==> config.mk <==
export PLATFORM = sky130hd
export DESIGN_NAME = ser_reg_write_port
export DESIGN_NICKNAME = d
export VERILOG_FILES = /design/src/rtl/ser_reg_pkg.sv /design/src/rtl/ser_in_sync.sv /design/src/rtl/ser_word_shifter.sv /design/src/rtl/ser_reg_bank.sv /design/src/rtl/ser_reg_write_port.sv
export SDC_FILE = /design/constraint.sdc
export NUM_CORES = 1
export LEC_CHECK = 0
export BUFFER_PORTS_ARGS = -buffer_cell sky130_fd_sc_hd__buf_2
export CELL_PAD_IN_SITES_DETAIL_PLACEMENT = 0
export CELL_PAD_IN_SITES_GLOBAL_PLACEMENT = 2
export CORE_UTILIZATION = 38
export CTS_BUF_LIST = sky130_fd_sc_hd__clkbuf_8
export CTS_CLUSTER_SIZE = 12
export DETAILED_ROUTE_END_ITERATION = 16
export GPL_TIMING_DRIVEN = 0
export PLACE_DENSITY_LB_ADDON = 0.15
export SLEW_MARGIN = 20
export SYNTH_ARGS = -nofsm -noshare
export SYNTH_HDL_FRONTEND = slang
export SYNTH_HIERARCHICAL = 1
export SYNTH_SLANG_ARGS = --single-unit
==> constraint.sdc <==
create_clock -name clk -period 4.1 [get_ports clk]
set_input_delay 1.025 -clock clk [delete_from_list [all_inputs] [get_ports clk]]
set_output_delay 1.025 -clock clk [all_outputs]
set_load 0.05 [all_outputs]
==> src/rtl/ser_reg_pkg.sv <==
`timescale 1ns/1ps
package ser_reg_pkg;
  localparam int ADDR_W = 8;
  localparam int DATA_W = 16;
  localparam int WORD_W = ADDR_W + DATA_W;
  localparam int NREG   = 4;

  localparam int IDX_CTRL  = 0;
  localparam int IDX_MODE  = 1;
  localparam int IDX_GAIN  = 2;
  localparam int IDX_ROUTE = 3;

  localparam logic [ADDR_W-1:0] REG_MAP [NREG] = '{8'h00, 8'h31, 8'h2A, 8'h3A};

  // one-hot register select, all zero for an unmapped address
  function automatic logic [NREG-1:0] decode_addr(input logic [ADDR_W-1:0] a);
    logic [NREG-1:0] hit;
    hit = '0;
    for (int i = 0; i < NREG; i++) begin
      if (a == REG_MAP[i]) hit[i] = 1'b1;
    end
    return hit;
  endfunction
endpackage

==> src/rtl/ser_in_sync.sv <==
`timescale 1ns/1ps
module ser_in_sync #(
  parameter int STAGES = 2
) (
  input  logic clk,
  input  logic rst_n,
  input  logic ser_clk,
  input  logic ser_sel_n,
  input  logic ser_din,
  output logic sclk_rise,
  output logic sel_act,
  output logic din_s
);
  // bit order within a stage: {sel_n, sclk, din}
  localparam logic [2:0] IDLE_V = 3'b100;

  logic [2:0] stg_q [STAGES];
  logic [2:0] stg_d [STAGES];
  logic       sclk_prev_q;

  always_comb begin
    stg_d[0] = {ser_sel_n, ser_clk, ser_din};
    for (int i = 1; i < STAGES; i++) stg_d[i] = stg_q[i-1];
  end

  generate
    for (genvar g = 0; g < STAGES; g++) begin : g_stage
      always_ff @(posedge clk or negedge rst_n) begin
        if (!rst_n) stg_q[g] <= IDLE_V;
        else        stg_q[g] <= stg_d[g];
      end
    end
  endgenerate

  always_ff @(posedge clk or negedge rst_n) begin
    if (!rst_n) sclk_prev_q <= 1'b0;
    else        sclk_prev_q <= stg_q[STAGES-1][1];
  end

  assign sclk_rise = stg_q[STAGES-1][1] & ~sclk_prev_q;
  assign sel_act   = ~stg_q[STAGES-1][2];
  assign din_s     = stg_q[STAGES-1][0];
endmodule

==> src/rtl/ser_word_shifter.sv <==
`timescale 1ns/1ps
module ser_word_shifter #(
  parameter int WORD_W = 24
) (
  input  logic              clk,
  input  logic              rst_n,
  input  logic              sample,
  input  logic              abort,
  input  logic              bit_in,
  output logic              word_vld_o,
  output logic [WORD_W-1:0] word_o
);
  localparam int CNT_W = $clog2(WORD_W);
  localparam logic [CNT_W-1:0] LAST = CNT_W'(WORD_W - 1);

  logic [CNT_W-1:0]  cnt_q, cnt_d;
  logic [WORD_W-2:0] sh_q, sh_d;
  logic [WORD_W-1:0] word_q, word_d;
  logic              vld_q, vld_d;
  logic              sh_en, word_en;

  always_comb begin
    cnt_d   = cnt_q;
    sh_d    = sh_q;
    word_d  = word_q;
    vld_d   = 1'b0;
    sh_en   = 1'b0;
    word_en = 1'b0;
    if (abort) begin
      cnt_d = '0;
    end else if (sample) begin
      if (cnt_q == LAST) begin
        word_d  = {sh_q, bit_in};
        word_en = 1'b1;
        vld_d   = 1'b1;
        cnt_d   = '0;
      end else begin
        sh_d  = {sh_q[WORD_W-3:0], bit_in};
        sh_en = 1'b1;
        cnt_d = cnt_q + 1'b1;
      end
    end
  end

  always_ff @(posedge clk or negedge rst_n) begin
    if (!rst_n) begin
      cnt_q <= '0;
      vld_q <= 1'b0;
    end else begin
      cnt_q <= cnt_d;
      vld_q <= vld_d;
    end
  end

  always_ff @(posedge clk or negedge rst_n) begin
    if (!rst_n)     sh_q <= '0;
    else if (sh_en) sh_q <= sh_d;
  end

  always_ff @(posedge clk or negedge rst_n) begin
    if (!rst_n)       word_q <= '0;
    else if (word_en) word_q <= word_d;
  end

  assign word_vld_o = vld_q;
  assign word_o     = word_q;


  cnt_range_chk: assert property (@(posedge clk) disable iff (!rst_n)
    cnt_q <= LAST);

  cnt_clear_chk: assert property (@(posedge clk) disable iff (!rst_n)
    abort |=> (cnt_q == '0));

  word_gap_chk: assert property (@(posedge clk) disable iff (!rst_n)
    vld_q |=> !vld_q);
endmodule

==> src/rtl/ser_reg_bank.sv <==
`timescale 1ns/1ps
module ser_reg_bank
  import ser_reg_pkg::*;
(
  input  logic              clk,
  input  logic              rst_n,
  input  logic              word_vld,
  input  logic [WORD_W-1:0] word,
  output logic [DATA_W-1:0] regs_o [NREG],
  output logic              wr_stb_o,
  output logic [ADDR_W-1:0] wr_addr_o,
  output logic              route_apply_o
);
  logic [ADDR_W-1:0] addr;
  logic [DATA_W-1:0] data;
  logic [NREG-1:0]   hit;
  logic [DATA_W-1:0] reg_q [NREG];
  logic [DATA_W-1:0] reg_d [NREG];
  logic              stb_d, apply_d;

  assign addr = word[WORD_W-1 -: ADDR_W];
  assign data = word[DATA_W-1:0];
  assign hit  = decode_addr(addr);

  always_comb begin
    for (int i = 0; i < NREG; i++) begin
      reg_d[i] = reg_q[i];
      if (word_vld && hit[i]) reg_d[i] = data;
    end
    // reset request lives one cycle only
    if (!(word_vld && hit[IDX_CTRL])) reg_d[IDX_CTRL][0] = 1'b0;
    stb_d   = word_vld && (|hit);
    apply_d = word_vld && hit[IDX_ROUTE];
  end

  generate
    for (genvar g = 0; g < NREG; g++) begin : g_reg
      always_ff @(posedge clk or negedge rst_n) begin
        if (!rst_n) reg_q[g] <= '0;
        else        reg_q[g] <= reg_d[g];
      end
      assign regs_o[g] = reg_q[g];
    end
  endgenerate

  always_ff @(posedge clk or negedge rst_n) begin
    if (!rst_n) begin
      wr_stb_o      <= 1'b0;
      route_apply_o <= 1'b0;
    end else begin
      wr_stb_o      <= stb_d;
      route_apply_o <= apply_d;
    end
  end

  always_ff @(posedge clk or negedge rst_n) begin
    if (!rst_n)     wr_addr_o <= '0;
    else if (stb_d) wr_addr_o <= addr;
  end


  srst_once_chk: assert property (@(posedge clk) disable iff (!rst_n)
    reg_q[IDX_CTRL][0] |=> !reg_q[IDX_CTRL][0]);

  apply_stb_chk: assert property (@(posedge clk) disable iff (!rst_n)
    route_apply_o |-> (wr_stb_o && wr_addr_o == REG_MAP[IDX_ROUTE]));

  no_silent_write_chk: assert property (@(posedge clk) disable iff (!rst_n)
    !wr_stb_o |-> ($stable(reg_q[IDX_MODE]) && $stable(reg_q[IDX_GAIN]) &&
                   $stable(reg_q[IDX_ROUTE]) && $stable(reg_q[IDX_CTRL][DATA_W-1:1])));

  stb_pulse_chk: assert property (@(posedge clk) disable iff (!rst_n)
    wr_stb_o |=> !wr_stb_o);
endmodule

==> src/rtl/ser_reg_write_port.sv <==
`timescale 1ns/1ps
module ser_reg_write_port
  import ser_reg_pkg::*;
#(
  parameter int SYNC_STAGES = 2
) (
  input  logic              clk,
  input  logic              rst_n,
  input  logic              ser_clk,
  input  logic              ser_sel_n,
  input  logic              ser_din,
  output logic [DATA_W-1:0] ctrl_q,
  output logic [DATA_W-1:0] mode_q,
  output logic [DATA_W-1:0] gain_q,
  output logic [DATA_W-1:0] route_q,
  output logic              soft_rst_o,
  output logic              wr_stb_o,
  output logic [ADDR_W-1:0] wr_addr_o,
  output logic              route_apply_o
);
  logic [1:0]        rst_sync_q;
  logic              rst_int_n;
  logic              sclk_rise, sel_act, din_s;
  logic              word_vld;
  logic [WORD_W-1:0] word;
  logic [DATA_W-1:0] regs [NREG];

  always_ff @(posedge clk or negedge rst_n) begin
    if (!rst_n) rst_sync_q <= 2'b00;
    else        rst_sync_q <= {rst_sync_q[0], 1'b1};
  end
  assign rst_int_n = rst_sync_q[1];

  ser_in_sync #(.STAGES(SYNC_STAGES)) u_sync (
    .clk       (clk),
    .rst_n     (rst_int_n),
    .ser_clk   (ser_clk),
    .ser_sel_n (ser_sel_n),
    .ser_din   (ser_din),
    .sclk_rise (sclk_rise),
    .sel_act   (sel_act),
    .din_s     (din_s)
  );

  ser_word_shifter #(.WORD_W(WORD_W)) u_shift (
    .clk        (clk),
    .rst_n      (rst_int_n),
    .sample     (sclk_rise & sel_act),
    .abort      (~sel_act),
    .bit_in     (din_s),
    .word_vld_o (word_vld),
    .word_o     (word)
  );

  ser_reg_bank u_bank (
    .clk           (clk),
    .rst_n         (rst_int_n),
    .word_vld      (word_vld),
    .word          (word),
    .regs_o        (regs),
    .wr_stb_o      (wr_stb_o),
    .wr_addr_o     (wr_addr_o),
    .route_apply_o (route_apply_o)
  );

  assign ctrl_q     = regs[IDX_CTRL];
  assign mode_q     = regs[IDX_MODE];
  assign gain_q     = regs[IDX_GAIN];
  assign route_q    = regs[IDX_ROUTE];
  assign soft_rst_o = regs[IDX_CTRL][0];


  quiet_after_reset_chk: assert property (@(posedge clk) disable iff (!rst_int_n)
    $rose(rst_int_n) |-> (!wr_stb_o && !route_apply_o && !soft_rst_o));
endmodule

==> impl_results.md <==
* Layout cells sized above 1 at between 50% and 60%
* Number of storage elements in the synthesis netlist at between 100 and 150
* Non-Filler Cell Area, Final at roughly 6400 um2
* Placed Area at ~6000 um2
* Synth Warn # at 6
* Global-route wire length before repair at about 16 mm
* Crit path capture type: flop
* Y dimension of the die at ~120 um
* Data arrival, critical path at ~2.5 ns
* Input/output buffers at between 70 and 80
* Number of DRC violations after detailed-routing iteration 0 at 113
* Overall track demand over capacity in global routing at 14.7%
* Cell at the root of the clock tree: sky130_fd_sc_hd__clkbuf_8
* Synthesized net count at about 330
* Chain of cells forming the critical path: nor4b_4 -> and4_1 -> buf_2 -> buf_2 -> mux2_2
* First-pass detailed-route iteration total at 4
* Clock-pin transition on the worst setup and hold timing paths at 0.07 ns
* Hold Slack at roughly 0.32 ns
* Power density over cell area at slightly above 400 nW/um2
* Max rail drop VDD at about 0.26 mV
* Antenna diode count at 0
* Die X-Extent at 120 um
* Number of buffers created by CTS at 17
* Predominant post-synthesis flop cell: sky130_fd_sc_hd__dfrtp_1
* Largest net degree at the start of global routing at 58
* Number of cells upsized or downsized after cts at 0
* Static Leakage at around 3.5 nW
* Worst Clk Skew at roughly 0.0055 ns
* DRT Wirelength at about 9.4 mm
* Vias per cell at approximately 4.7
* Most common cell on crit path: sky130_fd_sc_hd__buf_2
* Post-layout minimum cycle time at about 2.2 ns
* Number of global-route vias before repair at slightly below 3000
* Max stage delay on crit path at about 0.44 ns
* Cell accounting for the most synthesized area: sky130_fd_sc_hd__dfrtp_1
* Via count at approximately 2800
* Worst Max-Slew Pin Slew at ~0.60 ns
* Number of antenna violations at the first check in global routing at 0
* Antenna Violating Nets Remaining at 0
* Number of clock sinks at 136
* Total grt overflow at 0
* Count of flip-flops with a built-in enable after synthesis at 0
* Class of the worst hold path: flop to async pin
* Max_slew headroom at ~60%
* Slowest cell on the critical path: sky130_fd_sc_hd__nor4b_4
* Final setup viols at 0
* Final Slew Violations at 0
* Hold-fix buffers, CTS at 0
* Number of placed I/O pins at 80
* Post-synth design cell area at approximately 5300 um2
* Later-pin clock latency in the skew report at ~0.43 ns
* Maximum number of buffers from clock root to sink at 2
* Area Growth Syn to Fin at 20.9%
* Post-CTS setup buffers at 0
* Synthesized netlist cell count at 319
* Sequential-to-total area share from yosys stat at between 60% and 70%
* Starting density of the core at about two fifths
* H-tree level count at 4
* Detailed placer's ending HPWL at ~6.4 mm
* Routability congestion estimate from global placement at ~0.68
* Setup repair after global routing missed its margin: false
* Nature of the critical path startpoint: flop
* Final routed DRC violation total at 0
* Max FO, Critical Path at 10
* Final cycle utilization of the critical path at between 50% and 60%
* Mean routed wirelength per cell at between 15 and 20 um
* Final Instance Count excl. Fillers at just over 600
* Max-capacitance violation count at 0
* Highest attainable clock frequency at around 0.45 GHz
* Hold Vio Cnt, Final at 0
* Cells taking the most area after synthesis: sky130_fd_sc_hd__dfrtp_1 63%, sky130_fd_sc_hd__mux2_2 17%, sky130_fd_sc_hd__mux2_4 7.9%, sky130_fd_sc_hd__dfstp_2 0.99%, sky130_fd_sc_hd__inv_1 0.78%
* Proportion of synthesized flip-flops having asynchronous set or reset at 100%
* Area share of the largest cell type after synthesis at a little under two thirds
* Crit Path Category: flop to flop
* Critical path required time at about 4.4 ns
* Run status: finished clean
* Nets at 425
* Full die area at 14400 um2
* Clock tree from TritonCTS: built
* Floorplan row count at 42
* Library cells used by synthesis at 46
* Post-placement cell count at roughly 580
* Area inside the core boundary at about 13000 um2
* Mean cell area of the mapped netlist at 16.6 um2
[cell type report]
class / count / area (um2)
fill: 1212 / 7010
sequential: 136 / 3410
multi-input combinational: 158 / 1720
timing repair buffer: 81 / 443
clock buffer: 23 / 317
tap: 176 / 220
buffer: 14 / 124
clock inverter: 9 / 120
inverter: 11 / 41.3
[Yosys cell counts, drive strengths merged, types with 2 or more instances]
library cell  count
buf              14
dfrtp           134
dfstp             2
inv              11
mux2            110
nand2             3
nand3             5
nand4             2
nor2              3
nor2b             2
nor3b             3
o21ai             3
o31ai             3
[stage by stage]
stage / setup WS (ns) / power, W / TNS, ns / util [%]
after floorplan: 0.0338 / 0.00145 / 0 / -
after global placement: -1.46 / 0.00146 / -191.72 / 44.1
after detailed placement: 1.89 / 0.00147 / 0 / 44.5
after CTS: 1.88 / 0.00265 / 0 / 47.7
after global routing: 1.81 / 0.00271 / 0 / 47.7
final: 1.90 / 0.00260 / 0 / 47.7
[final timing paths]
kind	from	endpoint	slack [ns]	depth (start not counted)
worst max-delay path	u_shift/word_o[23]	u_bank/regs_o[28]	1.90	5
min in group clk	u_sync/stg_d[1]	u_sync/stg_q[1]	0.35	0
worst min-delay path	rst_sync_q[1]	u_bank/regs_o[38]	0.32	0
worst min register to register	rst_sync_q[1]	u_bank/regs_o[38]	0.32	0
worst max register to register	u_shift/word_o[23]	u_bank/regs_o[28]	1.90	5
max in group asynchronous	rst_sync_q[1]	u_shift/sh_q[17]	3.12	1
[worst max-delay path: cells and delay by family, from the launching register on]
kind / cells / cell delay, ns
buffers and inverters: 2 / 0.60
muxes: 1 / 0.37
and+or+nand+nor: 2 / 0.68
DFF: 1 / 0.43
[sequential cells by signal, summed over array words and instances, names as in the netlist]
register and flops:
u_shift/word_vld_o 1, u_sync/din_s 1, u_bank/route_apply_o 1, u_sync/stg_q 2, u_bank/wr_addr_o 8, u_sync/stg_d 3
rst_sync_q 2, u_sync/sclk_prev_q 1, u_bank/wr_stb_o 1, u_shift/cnt_q 5, u_bank/regs_o 64, u_shift/sh_q 23
u_shift/word_o 24
[logic make-up (layout without fill, tap and decap cells)]
| logic type | count (synthesis) | after routing | share of synthesized area (%) |
|---|---|---|---|
| flops | 136 | 136 | 64.4 |
| mux | 111 | 111 | 25.6 |
| simple gates | 33 | 33 | 4.92 |
| buf+inv | 25 | 138 | 3.12 |
| compound gates | 10 | 10 | 1.35 |
| xor+xnor | 2 | 2 | 0.331 |
| fa+ha+maj | 1 | 1 | 0.236 |
| other cells | 1 | 1 | 0.0709 |
[cell usage in the layout (no fill, tap or decap), types with 2 or more instances in the layout]
cell type	count
sky130_fd_sc_hd__buf_12	3
sky130_fd_sc_hd__buf_2	86
sky130_fd_sc_hd__buf_4	3
sky130_fd_sc_hd__bufinv_16	3
sky130_fd_sc_hd__clkbuf_8	23
sky130_fd_sc_hd__clkinv_2	3
sky130_fd_sc_hd__dfrtp_1	133
sky130_fd_sc_hd__dfstp_2	2
sky130_fd_sc_hd__inv_1	13
sky130_fd_sc_hd__mux2_2	82
sky130_fd_sc_hd__mux2_4	28
sky130_fd_sc_hd__nand2_1	3
sky130_fd_sc_hd__nand3_1	4
sky130_fd_sc_hd__nor2_1	3
sky130_fd_sc_hd__nor3b_1	3
sky130_fd_sc_hd__o21ai_0	2
sky130_fd_sc_hd__o31ai_1	3
[where the power goes]
group / internal, W / leakage (nW) / switching, W / total (W)
logic: 0.0000245 / 1.38 / 0.0000273 / 0.0000519
clock network: 0.000692 / 0.230 / 0.000470 / 0.00116
registers: 0.00137 / 1.87 / 0.0000228 / 0.00139
total: 0.00208 / 3.49 / 0.000520 / 0.00260
[per-layer routing]
metal  routed length (um)  GRT usage [%]  vias to the layer above
met5                    0              0                        -
met4                   79           5.63                        0
met3                  506           5.42                        5
met2                 4540           22.4                       64
met1                 4320           18.9                     1457
li1                     -              -                     1319
Power figures use the tool's default switching activity.
